--- config.mk ---
export PLATFORM = sky130hd
export DESIGN_NAME = precharge_sched
export DESIGN_NICKNAME = d
export VERILOG_FILES = /design/src/rtl/prech_pkg.sv /design/src/rtl/pc_bank_timer.sv /design/src/rtl/pc_beat_track.sv /design/src/rtl/precharge_sched.sv
export SDC_FILE = /design/constraint.sdc
export NUM_CORES = 1
export LEC_CHECK = 0
export BUFFER_PORTS_ARGS = -buffer_cell sky130_fd_sc_hd__buf_2
export CORE_MARGIN = 5
export CORE_UTILIZATION = 40
export CTS_CLUSTER_DIAMETER = 60
export DETAILED_ROUTE_END_ITERATION = 8
export HOLD_SLACK_MARGIN = 0.06
export PLACE_DENSITY = 0.54
export SLEW_MARGIN = 25
export SYNTH_ARGS = -nofsm -noshare
export SYNTH_HDL_FRONTEND = slang
export SYNTH_SLANG_ARGS = --single-unit
export TNS_END_PERCENT = 50
--- constraint.sdc ---
create_clock -name clk -period 4.05 [get_ports clk]
set_input_delay 0.81 -clock clk [delete_from_list [all_inputs] [get_ports clk]]
set_output_delay 0.81 -clock clk [all_outputs]
set_load 0.005 [all_outputs]
--- src/rtl/prech_pkg.sv ---
package prech_pkg;

  typedef enum logic [1:0] {
    OP_NONE  = 2'd0,
    OP_READ  = 2'd1,
    OP_WRITE = 2'd2,
    OP_PRE   = 2'd3
  } op_e;

  localparam int CL_LO = 2;
  localparam int CL_HI = 4;

  // {ras_n, cas_n, we_n}
  localparam logic [2:0] PINS_IDLE  = 3'b111;
  localparam logic [2:0] PINS_READ  = 3'b101;
  localparam logic [2:0] PINS_WRITE = 3'b100;
  localparam logic [2:0] PINS_PRE   = 3'b010;

  function automatic logic [2:0] pins_for(op_e op);
    case (op)
      OP_READ:  return PINS_READ;
      OP_WRITE: return PINS_WRITE;
      OP_PRE:   return PINS_PRE;
      default:  return PINS_IDLE;
    endcase
  endfunction

  function automatic logic cl_legal(logic [2:0] cl);
    return (cl >= 3'(CL_LO)) && (cl <= 3'(CL_HI));
  endfunction

endpackage

--- src/rtl/pc_bank_timer.sv ---
module pc_bank_timer #(
  parameter int BURST = 4,
  parameter int T_WR  = 2
) (
  input  logic clk,
  input  logic rst,
  input  logic load,
  input  logic load_wr,
  input  logic load_auto,
  output logic pre_ok,
  output logic ap_pend,
  output logic ap_start
);
  localparam int RD_HOLD = BURST - 1;
  localparam int WR_HOLD = BURST + T_WR - 2;
  localparam int MAX_HOLD = (RD_HOLD > WR_HOLD) ? RD_HOLD : WR_HOLD;
  localparam int CW = (MAX_HOLD < 1) ? 1 : $clog2(MAX_HOLD + 1);

  logic [CW-1:0] cnt, cnt_dec, load_val;

  always_comb begin
    cnt_dec  = (cnt != '0) ? cnt - CW'(1) : '0;
    load_val = load_wr ? CW'(WR_HOLD) : CW'(RD_HOLD);
  end

  always_ff @(posedge clk) begin
    if (rst) begin
      cnt      <= '0;
      ap_pend  <= 1'b0;
      ap_start <= 1'b0;
    end else begin
      ap_start <= 1'b0;
      if (load) begin
        cnt     <= (load_val > cnt_dec) ? load_val : cnt_dec;
        ap_pend <= load_auto;
      end else begin
        cnt <= cnt_dec;
        if (ap_pend && cnt == '0) begin
          ap_pend  <= 1'b0;
          ap_start <= 1'b1;
        end
      end
    end
  end

  assign pre_ok = (cnt == '0) && !ap_pend;


  ap_clears_pend_chk: assert property (@(posedge clk) disable iff (rst)
    ap_start |-> !ap_pend);


  pend_kept_chk: assert property (@(posedge clk) disable iff (rst)
    (ap_pend && cnt != '0) |=> ap_pend);

endmodule

--- src/rtl/pc_beat_track.sv ---
module pc_beat_track
  import prech_pkg::*;
#(
  parameter int BURST = 4
) (
  input  logic       clk,
  input  logic       rst,
  input  logic       rd_go,
  input  logic       wr_go,
  input  logic [2:0] cas_lat,
  output logic       rd_last,
  output logic       wr_last
);
  localparam int RD_LEN = CL_HI + BURST;
  localparam int WR_LEN = BURST;

  logic [RD_LEN-1:0] rd_pipe, rd_n;
  logic [WR_LEN-1:0] wr_pipe, wr_n;

  always_comb begin
    rd_n = rd_pipe >> 1;
    if (rd_go) begin
      for (int j = 0; j < RD_LEN; j++) begin
        if (j == int'(cas_lat) + BURST - 1) rd_n[j] = 1'b1;
      end
    end
    wr_n = wr_pipe >> 1;
    if (wr_go) wr_n[WR_LEN-1] = 1'b1;
  end

  always_ff @(posedge clk) begin
    if (rst) begin
      rd_pipe <= '0;
      wr_pipe <= '0;
    end else begin
      rd_pipe <= rd_n;
      wr_pipe <= wr_n;
    end
  end

  assign rd_last = rd_pipe[0];
  assign wr_last = wr_pipe[0];


  rd_cl_chk: assert property (@(posedge clk) disable iff (rst)
    rd_go |-> cl_legal(cas_lat));

endmodule

--- src/rtl/precharge_sched.sv ---
module precharge_sched
  import prech_pkg::*;
#(
  parameter int BA_W  = 2,
  parameter int BURST = 4,
  parameter int T_WR  = 2
) (
  input  logic                 clk,
  input  logic                 rst,
  input  logic [2:0]           cas_lat,
  input  logic                 req_valid,
  input  logic [1:0]           req_op,
  input  logic [BA_W-1:0]      req_bank,
  input  logic                 req_a10,
  output logic                 busy,
  output logic                 cl_err,
  output logic                 sd_ras_n,
  output logic                 sd_cas_n,
  output logic                 sd_we_n,
  output logic [BA_W-1:0]      sd_ba,
  output logic                 sd_a10,
  output logic                 rd_last,
  output logic                 wr_last,
  output logic [(1<<BA_W)-1:0] ap_start
);
  localparam int NB = 1 << BA_W;

  typedef struct packed {
    op_e             op;
    logic [BA_W-1:0] bank;
    logic            a10;
  } req_t;

  req_t in_req, hold_q, cand;
  logic hold_v;
  logic [NB-1:0] pre_ok, ap_pend, bank_load;
  logic cl_ok, cand_v, drop, legal, issue, stall, rw_op;

  assign in_req = '{op: op_e'(req_op), bank: req_bank, a10: req_a10};

  always_comb begin
    cl_ok  = cl_legal(cas_lat);
    cand   = hold_v ? hold_q : in_req;
    cand_v = (hold_v || req_valid) && (cand.op != OP_NONE);
    rw_op  = (cand.op == OP_READ) || (cand.op == OP_WRITE);
    drop   = (cand.op == OP_READ) && !cl_ok;
    case (cand.op)
      OP_READ, OP_WRITE: legal = !ap_pend[cand.bank];
      OP_PRE:            legal = cand.a10 ? (&pre_ok) : pre_ok[cand.bank];
      default:           legal = 1'b0;
    endcase
    issue = cand_v && !drop && legal;
    stall = cand_v && !drop && !legal;
  end

  genvar b;
  generate
    for (b = 0; b < NB; b++) begin : g_bank
      assign bank_load[b] = issue && rw_op && (cand.bank == BA_W'(b));
      pc_bank_timer #(.BURST(BURST), .T_WR(T_WR)) i_timer (
        .clk      (clk),
        .rst      (rst),
        .load     (bank_load[b]),
        .load_wr  (cand.op == OP_WRITE),
        .load_auto(cand.a10),
        .pre_ok   (pre_ok[b]),
        .ap_pend  (ap_pend[b]),
        .ap_start (ap_start[b])
      );
    end
  endgenerate

  pc_beat_track #(.BURST(BURST)) i_beats (
    .clk    (clk),
    .rst    (rst),
    .rd_go  (issue && cand.op == OP_READ),
    .wr_go  (issue && cand.op == OP_WRITE),
    .cas_lat(cas_lat),
    .rd_last(rd_last),
    .wr_last(wr_last)
  );

  always_ff @(posedge clk) begin
    if (rst) begin
      hold_v                         <= 1'b0;
      hold_q                         <= '0;
      cl_err                         <= 1'b0;
      {sd_ras_n, sd_cas_n, sd_we_n}  <= PINS_IDLE;
      sd_ba                          <= '0;
      sd_a10                         <= 1'b0;
    end else begin
      hold_v <= stall;
      if (stall) hold_q <= cand;
      cl_err <= !cl_ok;
      if (issue) begin
        {sd_ras_n, sd_cas_n, sd_we_n} <= pins_for(cand.op);
        sd_ba  <= cand.bank;
        sd_a10 <= cand.a10;
      end else begin
        {sd_ras_n, sd_cas_n, sd_we_n} <= PINS_IDLE;
      end
    end
  end

  assign busy = hold_v;


  busy_idle_chk: assert property (@(posedge clk) disable iff (rst)
    busy |-> (sd_ras_n && sd_cas_n && sd_we_n));


  cl_err_no_read_chk: assert property (@(posedge clk) disable iff (rst)
    cl_err |-> !(sd_ras_n && !sd_cas_n && sd_we_n));


  no_cmd_to_pending_chk: assert property (@(posedge clk) disable iff (rst)
    (sd_ras_n && !sd_cas_n) |-> !(|($past(ap_pend) & (NB'(1) << sd_ba))));


  single_pre_legal_chk: assert property (@(posedge clk) disable iff (rst)
    (!sd_ras_n && sd_cas_n && !sd_we_n && !sd_a10)
      |-> (|($past(pre_ok) & (NB'(1) << sd_ba))));


  all_pre_legal_chk: assert property (@(posedge clk) disable iff (rst)
    (!sd_ras_n && sd_cas_n && !sd_we_n && sd_a10) |-> (&$past(pre_ok)));

endmodule

* After elaboration in Yosys (flattened, before gate mapping)
Cells that the tools add are included.
** Cells by class
- Reductions and logical operators :: 54
- Add/subtract/negate cells :: 6
- Multiplexer cells :: 43
- Bitwise gates (word level) :: 2
- Order comparisons :: 7
- Equal/unequal tests :: 13
** Operator list (count)
- == test 4 x 32 -> 1 bit, first input constant :: 4
- == test 3 x 32 -> 1 bit, first input constant :: 2
- 2-to-1 mux 3 bit :: 13
- == test 2 x 32 -> 1 bit, first input constant :: 1
- zero test 32 bit :: 1
- subtractor 32 x 2 -> 32 bit, second input constant :: 1
- 2-to-1 mux 1 bit :: 24
- logical AND 1 bit :: 21
- OR reduction 2 bit :: 7
- greater-than comparator 3 bit :: 4
- zero test 3 bit :: 4
- nonzero test 3 bit :: 4
- subtractor 3 x 1 -> 3 bit, second input constant :: 4
- nonzero test 2 bit :: 5
- one-hot mux 3 bit (3 select lines) :: 1
- == test 2 bit, second input constant :: 4
- zero test 1 bit :: 8
- 2-to-1 mux 7 bit :: 1
- 2-to-1 mux 5 bit :: 1
- adder 3 x 3 -> 4 bit, second input constant :: 1
- binary-select mux 1 bit (select 2 bit) :: 2
- == test 2 x 1 -> 1 bit, second input constant :: 2
- AND reduction 4 bit :: 1
- >= comparator 3 x 2 -> 1 bit, second input constant :: 1
- 6 further kinds :: 8
** Word-level totals
- Output and inout bits :: 14
- Logic and storage cells :: 150
- Input bits :: 11
- Flip-flop bits (word level) :: 45

* Depth between registers and ports, before layout
Gate-level depths: netlist of the first run.
- Word-level depth :: 10
- Depth in mapped cells :: 11
- Gate-level depth less buffers :: 10

* By module
A second synthesis of the first run with hierarchy kept.
** Unflattened totals
- Cell total of the unflattened synthesis :: 273
- Area, all modules :: 2476.1 µm²
** By module, submodules not included
- pc_bank_timer :: area each 315.3 µm², cells an instance 37, seq. area each 100.1 µm², times used 4
- precharge_sched :: area each 835.8 µm², cells an instance 91, seq. area each 260.2 µm², times used 1
- pc_beat_track :: area each 379.1 µm², cells an instance 34, seq. area each 240.2 µm², times used 1

* Worst setup path before layout of the first run
No wires, ideal clock.
- Kind :: input to register
- Start :: input port req_op[0]
- End :: register g_bank[3].i_timer.cnt[0]
- Arrival time :: 2.934 ns
- Buffers on the path :: 0
- Stages :: 10
- Data required time :: 3.992 ns
- Slack :: 1.057 ns
- Library setup time :: 0.058 ns
- Cells stage by stage :: mux2_2 -> inv_1 -> ha_1 -> inv_1 -> ha_1 -> a21o_1 -> a21oi_1 -> a311oi_1 -> a2111oi_0 -> a31o_2
** Between the ends
- Longest elaborated chain between the ends :: 9
- Elaborated cells on any way between the ends :: 19
- Classes of those cells :: order compare (1); eq/ne (3); mux (5); reduce/logical (10)
** RTL lines
- from (decl) :: RTL line precharge_sched.sv:12 : input logic [1:0] req_op,
- 2-to-1 mux 5 bit * :: RTL line precharge_sched.sv:43 : cand = hold_v ? hold_q : in_req;
- branches (longest 7 deep; another with greater-than comparator 3 bit)
- 2-to-1 mux 3 bit * :: RTL line pc_bank_timer.sv:33 : if (load) begin
- to (signal assigned) :: RTL line pc_bank_timer.sv:34 : cnt <= (load_val > cnt_dec) ? load_val : cnt_dec;
- to (signal assigned) :: RTL line pc_bank_timer.sv:37 : cnt <= cnt_dec;
- to (decl) :: RTL line pc_bank_timer.sv:19 : logic [CW-1:0] cnt, cnt_dec, load_val;
Every way passes the cells marked *.
A chain may end at the register's enable or synchronous reset.

==> summary by stage, run 1 <==
Outcome
The flow ran to the end, and the final reports show no timing, DRC or antenna violations.

Synthesis
The cell count after synthesis came out at 268. After synthesis, the share of flip-flops with an asynchronous set or reset is 0%. The netlist uses ~50 different library cells. The prevailing post-synth register cell is sky130_fd_sc_hd__dfxtp_1.

The top cell type's share of synthesized area is between 30% and 40%. In the post-synthesis netlist, the biggest area contributors are sky130_fd_sc_hd__dfxtp_1, sky130_fd_sc_hd__ha_1, sky130_fd_sc_hd__nor2_1. The sequential share of the synthesized area is 36.79%.

The total standard cell area after synthesis is roughly 0.0024 mm2. Each instance of the synthesized netlist takes up on average 9.137 um2. The number of flops mapped to enable cells by yosys is 0. The post-synthesis register bit count is 45. The synthesized design spends more area on one cell type than any other, namely sky130_fd_sc_hd__dfxtp_1. During synthesis, Yosys emitted a total of 0 warnings. The number of nets in the synthesized netlist is approximately 300.

Clock network
The clock sink count is 45. TritonCTS built the clock tree. The number of gates given a new drive strength after cts is 0. The cell at the root of the clock tree is sky130_fd_sc_hd__clkbuf_8. In this run, CTS created clock tree buffers numbering 5. The longest clock path from root to sink contains 2 buffers. The clock insertion delay at the later pin of the skew report is 300 ps. The number of setup buffers added after CTS is 0. The H-tree depth is 2. The count of hold-fix buffers inserted at cts is 0.

The clock slew seen by the registers of the worst setup and hold paths is about 90 ps.

Setup path
The highest cell delay on the worst timing path is approximately 620 ps. The slowest stage of the critical path belongs to the cell sky130_fd_sc_hd__dfxtp_1. Broken down by cell family, the worst path's largest delay share belongs to multiplexers.

STA classifies the critical path endpoint as a register. The number of buffers and inverters on the critical path is 1. Data on the critical path arrives at its endpoint at approximately 3200 ps. The signal on the critical path passes through mux2_2 -> inv_1 -> ha_1 -> o311ai_0 -> a221o_1 -> nor2_2 -> nand4_1 -> mux2_1. The worst register-to-register path has a setup slack of between 1000 and 1500 ps. The largest driver fanout on the critical path is 12. The start-to-end type of the worst setup path is register to register. The worst setup path is launched from a register. STA puts the critical path data required time at about 4200 ps.

Drt
The total via count in the routed design is about 1.9k. The detailed-route wire length per cell is 13.64 um. In this run the remaining antenna-violating nets after routing total 0.

The via density per instance is slightly above 5. The number of DRC violations after detailed-routing iteration 0 is 101. The first TritonRoute pass finished after 4 iterations. The routed design has 4965 um of wire. For this run, design rule violations remaining after detail routing come to 0.

Placed design
In this run, placement finished with an instance count of between 300 and 400. Detailed placement finished with a half-perimeter wire length of between 3000 and 4000 um. The final weighted congestion in routability-driven placement is just under 0.8. The post-placement cell area is about 0.0026 mm2.

The count of input and output buffers is 24. The pre-CTS setup slack is between 800 and 900 ps.

STA
The clock period could shrink to approximately 3000 ps. Static timing analysis puts the maximum clock frequency at around 330 MHz. Setup repair after global routing left no endpoint under its margin. The count of endpoints failing hold in the final timing report is 0.

Adding up every negative setup slack in the final design gives 0 ps. The final setup skew is between 9 and 10 ps. The transition time at the pin with the least slew margin is a little over 800 ps. Once routing completed, OpenROAD measured the worst setup slack at 1006 ps. The worst pin sits at a relative slew slack of 45.08%. The share of the clock period used by the worst path after layout is between 70% and 80%. Setup violations remaining at the end of the flow were counted as 0. The final count of pins violating max slew is 0.

Floorplanning
The floorplan step defined a die boundary enclosing 0.007786 mm2. The total area inside the core boundary comes to between 0.005 and 0.006 mm2. The width of the die is between 80 and 90 um.

25 I/O pins were placed. The effective utilization at floorplan is 41.36%. From bottom edge to top edge, the die measures approximately 90 um. The number of rows in the core area is 28.

Power
Dividing total power by cell area gives a power density of approximately 350 mW/mm2. The total chip power is roughly 0.00094 W. The worst voltage drop across the vdd grid is 0.1496 mV. For this design the static power due to leakage is 1.179 nW.

Cells and area
The count of cells in the finished layout, fillers not included, comes to 364. After the last flow step, the layout net total stands at between 300 and 400. The finished cells cover ~0.0027 mm2.

The signed area change from the synthesized netlist to the final layout is 10.17%. In the layout the commonest cells are sky130_fd_sc_hd__dfxtp_1, sky130_fd_sc_hd__nor2_1, sky130_fd_sc_hd__ha_1. Leaving out fill and tap cells, the most frequent cell in the layout is sky130_fd_sc_hd__dfxtp_1. The post-route netlist has around 18% of its cells at a drive strength greater than 1. The number of antenna diodes is 0.

Flow run
The number of max-cap violations is 0.

Global route
The leftover overflow at the end of global routing is 0. The via count of the first global-routing pass came to 1831. The initial antenna violation count is 0. For this run, the total global-route usage over all layers was measured as 14.21%. Entering global routing, the biggest net connects 46 pins.

The global-route wire length before repair is 8638 um.

Hold path
The class of the worst hold path is register to register.
[worst register-to-register path: cells and delay by family, from the launching register on]
family | cells | cell delay (ps)
muxes | 2 | 770
AOI/OAI and AO/OA | 2 | 690
DFF | 1 | 620
and+or+nand+nor | 2 | 570
adders and majority gates | 1 | 200
buffers and inverters | 1 | 100
[final timing paths]
kind                           start                        to  depth (start not counted)
setup / recovery                busy  g_bank[0].i_timer.cnt[0]                          8
hold / removal    i_beats.rd_pipe[5]        i_beats.rd_pipe[4]                          1
hold reg to reg   i_beats.rd_pipe[5]        i_beats.rd_pipe[4]                          1
setup reg to reg                busy  g_bank[0].i_timer.cnt[0]                          8
[registers in the layout (all words and copies together), names as in the netlist]
register,cells
busy,1
i_beats.rd_pipe,8
sd_ba,2
sd_we_n,1
sd_ras_n,1
g_bank.i_timer.ap_start,4
sd_cas_n,1
g_bank.i_timer.cnt,12
cl_err,1
hold_q,5
i_beats.wr_pipe,4
g_bank.i_timer.ap_pend,4
sd_a10,1
[cell families after synthesis]
group / Yosys count / share of synthesized area, %
simple gates: 100 / 21.31
compound gates: 48 / 14.77
flops: 45 / 36.79
buf+inv: 31 / 5.723
fa+ha+maj: 25 / 12.77
mux: 19 / 8.636
[power by group]
part	internal, W	total, W	switching, W
registers	0.000457	0.000467	0.0000103
clock network	0.000138	0.000296	0.000157
logic	0.0000688	0.000179	0.000111
total	0.000664	0.000942	0.000278
[through the flow]
stage,hold slack (ps),util (%)
after floorplan,413.0,-
after global placement,414.7,43.93
after detailed placement,423.7,43.93
after CTS,445.3,45.56
after global routing,456.0,45.56
final,442.2,45.56
[final cells by class]
cell class	count	area, um2
Inverter	19	71.32
Timing Repair Buffer	25	127.6
Clock buffer	6	82.58
Clock inverter	2	13.76
Multi-Input combinational cell	192	1408
Tap cell	75	93.84
Fill cell	611	3223
Sequential cell	45	900.9
[layer usage]
metal	share of wire (%)	vias to the layer above	GRT usage, %	wire length (um)
met1	50	878	18.59	2464
met4	0.75	0	4.121	37
met3	2.3	5	3.538	116
met2	47	18	23.25	2346
met5	0	-	0	0
li1	-	976	-	-
[Yosys cell counts, types with 2 or more instances]
cell	instances
sky130_fd_sc_hd__clkbuf_1	5
sky130_fd_sc_hd__mux2_2	4
sky130_fd_sc_hd__a31oi_1	3
sky130_fd_sc_hd__mux2i_1	11
sky130_fd_sc_hd__nor3b_1	2
sky130_fd_sc_hd__a21oi_1	17
sky130_fd_sc_hd__a21boi_0	2
sky130_fd_sc_hd__nand3b_1	2
sky130_fd_sc_hd__mux2_4	3
sky130_fd_sc_hd__nor2_1	33
sky130_fd_sc_hd__ha_1	25
sky130_fd_sc_hd__a21o_1	3
sky130_fd_sc_hd__nor3_1	11
sky130_fd_sc_hd__nand3_1	7
sky130_fd_sc_hd__a31o_2	3
sky130_fd_sc_hd__a2111oi_0	2
sky130_fd_sc_hd__nor2_2	2
sky130_fd_sc_hd__nand2b_1	9
sky130_fd_sc_hd__nand2_1	10
sky130_fd_sc_hd__nand4_1	4
sky130_fd_sc_hd__buf_4	4
sky130_fd_sc_hd__o21ai_0	3
sky130_fd_sc_hd__nor2b_1	9
sky130_fd_sc_hd__and2_1	4
sky130_fd_sc_hd__dfxtp_1	45
sky130_fd_sc_hd__a311oi_1	4
sky130_fd_sc_hd__inv_1	19
(Power assumes the default switching activity.)
==> run 2: changes to the inputs <==
--- a/config.mk
+++ b/config.mk
@@ -11,7 +11,7 @@
 export CTS_CLUSTER_DIAMETER = 60
 export DETAILED_ROUTE_END_ITERATION = 8
 export HOLD_SLACK_MARGIN = 0.06
-export PLACE_DENSITY = 0.54
+export PLACE_DENSITY = 0.56
 export SLEW_MARGIN = 25
 export SYNTH_ARGS = -nofsm -noshare
 export SYNTH_HDL_FRONTEND = slang
==> constraint.sdc (replaced) <==
create_clock -name clk -period 2.5 [get_ports clk]
set_input_delay 0.5 -clock clk [delete_from_list [all_inputs] [get_ports clk]]
set_output_delay 0.5 -clock clk [all_outputs]
set_load 0.005 [all_outputs]
==> run 2 against run 1 <==
Hold slack better by 2.6 ps. Setup slack worse by 900 ps. Total power is 73% higher. Combinational power is 120% higher. Sequential share of layout area is 3.4 points lower. Critical endpoint is now g_bank[1].i_timer.cnt[0].
==> summary by stage, run 2 (synthesized netlist as in run 1, its figures left out) <==
Outcome
The flow ran to the end, and the final reports show no timing, DRC or antenna violations.

Global route
For this run, global-route usage on met1 was measured as a little over 20%. For met2 alone, demand over resource in global routing was about a quarter. The global-route wire length before repair is 9170 um. The layer flagged by global routing as most heavily used is met2. The leftover overflow at the end of global routing is 0.

In the global route stage, met3 resource usage came out at roughly 3.0%. The total routing usage reported by global routing is between 10% and 20%. The via count of the first global-routing pass is ~2.0k. The initial antenna violation count was 0. The largest net degree at the start of global routing is between 40 and 50.

STA
The worst hold-check slack is about 440 ps. The count of endpoints failing hold in the final timing report came to 0. The final worst slack is approximately 100 ps. Derived from the worst setup path, the maximum achievable clock frequency is roughly 420 MHz. The share of the clock period used by the worst path after layout is 95.95%. Clock skew on the completed layout was measured at between 8 and 9 ps. The final count of negative-setup-slack endpoints is 0. After layout, the minimum clock period comes to about 2400 ps. At the pin with the least slew margin, the transition time is 622.6 ps.

The final count of pins violating max slew is 0. The headroom to the max-slew limit is 58.41%.

Setup path
The category of the worst setup path capture point is a register. STA puts the critical path data required time at 2760 ps. For this design, the slowest cell found on the critical path is sky130_fd_sc_hd__a2111oi_1. The highest cell delay on the worst timing path is between 400 and 500 ps. Walking the worst path, the cells encountered are mux2_2 -> inv_2 -> ha_4 -> inv_1 -> ha_1 -> a21o_1 -> a21oi_1 -> a31oi_1 -> a2111oi_1 -> a31o_2. The launching element type of the critical path is a register. The start-to-end type of the worst setup path is register to register. In this run the worst path has a maximum fanout of 4.

Data arrives at the worst endpoint at 2650 ps.

Clock network
The clock insertion delay at the later pin of the skew report is around 310 ps. Counting every sink on the clock net gives between 40 and 50. In this run the number of H-tree levels came out at 2.

TritonCTS built the clock tree. The tree is rooted in a sky130_fd_sc_hd__clkbuf_8. The number of buffers on the longest clock path is 2.

Clock-pin slew was measured on the worst setup and hold paths at ~100 ps. The number of clock buffers added by TritonCTS is 5.

Cells and area
From synthesis to final layout, the design area changed by 23.20%. The library cells used most frequently in the layout, excluding fill and tap cells, are sky130_fd_sc_hd__dfxtp_1, sky130_fd_sc_hd__buf_4, sky130_fd_sc_hd__nor2_1. The fraction of layout instances using a drive strength above 1 is slightly below 30%. Counting flops per register, the top entry is g_bank.i_timer.cnt. Fill cells in the final layout number approximately 580. Once layout is complete, the cells apart from fillers number 399. The register with the most flip-flops in the layout has 12 of them. The total number of nets in the final design is 359. Leaving out fill and tap cells, the most frequent cell in the layout is sky130_fd_sc_hd__dfxtp_1. The number of antenna diodes is 0. The largest registers in the layout are g_bank.i_timer.cnt x12, i_beats.rd_pipe x8, hold_q x5. The final standard cell area without fillers is roughly 0.003 mm2.

Hold path
The class of the worst hold path is register to register.

Power
The clock network burns between 20% and 30% of the power. Across the VDD grid, the largest voltage drop is 0.3767 mV. The combinational fraction of design power is 24.0%.

The switching share of power is slightly above 30%. The static leakage power is around 1.4 nW. The relative contribution of sequential cells to total power is approximately 46%. The internal power of the cells is roughly 0.0011 W. The net switching power of the design is 0.0005015 W.

The power density of the placed cells is 540.4 mW/mm2.

Floorplanning
For this configuration, the core starts out at a cell density of 41.36%. The number of ports placed on the die boundary is 25. The core region is 0.005921 mm2. The die is 88.24 um wide. The die covers 0.007786 mm2. The number of rows in the core area is 28. The vertical die dimension is between 80 and 90 um.

Drt
After detailed routing, the total wire length is 5400 um. The final routed DRC violation total is 0. In this run the remaining antenna-violating nets after routing total 0. The first-pass detailed-route iteration total is 4. Using the TritonRoute via totals, the vias-per-cell ratio works out to 4.955. The final route contains between 1.5k and 2k vias.

In this run, the number of DRC markers left after iteration 0 of detailed routing was between 90 and 100. The detailed-route wire length per cell is 13.53 um.

Placed design
The HPWL after detailed placement is between 3000 and 4000 um. The count of buffers added on input and output ports is 24. The final weighted congestion in routability-driven placement is between 0.8 and 0.9.

The pre-CTS setup slack is -34.64 ps. After detailed placement, the total cell area comes to about 0.0029 mm2. The number of placed instances with taps included is about 400.

Flow run
The number of max-cap violations is 0.
## run 2: timing repair
item / 4_1_cts / 5_1_grt
buffers inserted: 0 / 2
setup endpoints to repair: 0 / 16
hold buffers: 0 / 0
resized for setup: 0 / 9
## run 2: routing by layer
metal	routed length, um	share of wire [%]
met1	2764	51
met2	2386	44
met3	171	3.2
met4	78	1.4
met5	0	0
## run 2: cell type report
type	count	area, um2	area share (%)
Clock buffer	5	68.82	2.281
Clock inverter	3	25.02	0.8295
Inverter	19	71.32	2.364
Multi-Input combinational cell	192	1450	48.07
Sequential cell	45	904.6	29.99
Tap cell	75	93.84	3.111
Timing Repair Buffer	60	402.9	13.36
## run 2: worst paths after layout
check	cells after the start	slack (ps)	start	to
min reg2reg	1	440	i_beats.wr_pipe[3]	i_beats.wr_pipe[2]
min	1	440	i_beats.wr_pipe[3]	i_beats.wr_pipe[2]
max reg2reg	10	100	busy	g_bank[1].i_timer.cnt[0]
max	10	100	busy	g_bank[1].i_timer.cnt[0]
## run 2: power by group through the flow
stage	registers, W	clock network, W	logic (W)
floorplan	0.000770	0	0.000229
global placement	0.000773	0	0.000370
detailed placement	0.000773	0	0.000375
CTS	0.000757	0.000507	0.000377
global route	0.000759	0.000537	0.000432
finish	0.000755	0.000484	0.000391
## run 2: worst max-delay path, delay by kind of cell, from the launching register on
kind | cells | cell delay, ps
mux | 1 | 360
buf+inv | 2 | 170
fa+ha+maj | 2 | 480
compound gates | 5 | 960
flops | 1 | 370
## run 2: per-stage QoR
stage / setup TNS [ps] / total power [W] / util, %
after floorplan: 0 / 0.0009990 / -
after global placement: -65.73 / 0.001143 / 48.56
after detailed placement: -105.3 / 0.001148 / 48.56
after CTS: 0 / 0.001641 / 50.15
after global routing: -23.07 / 0.001729 / 50.95
final: 0 / 0.001630 / 50.95
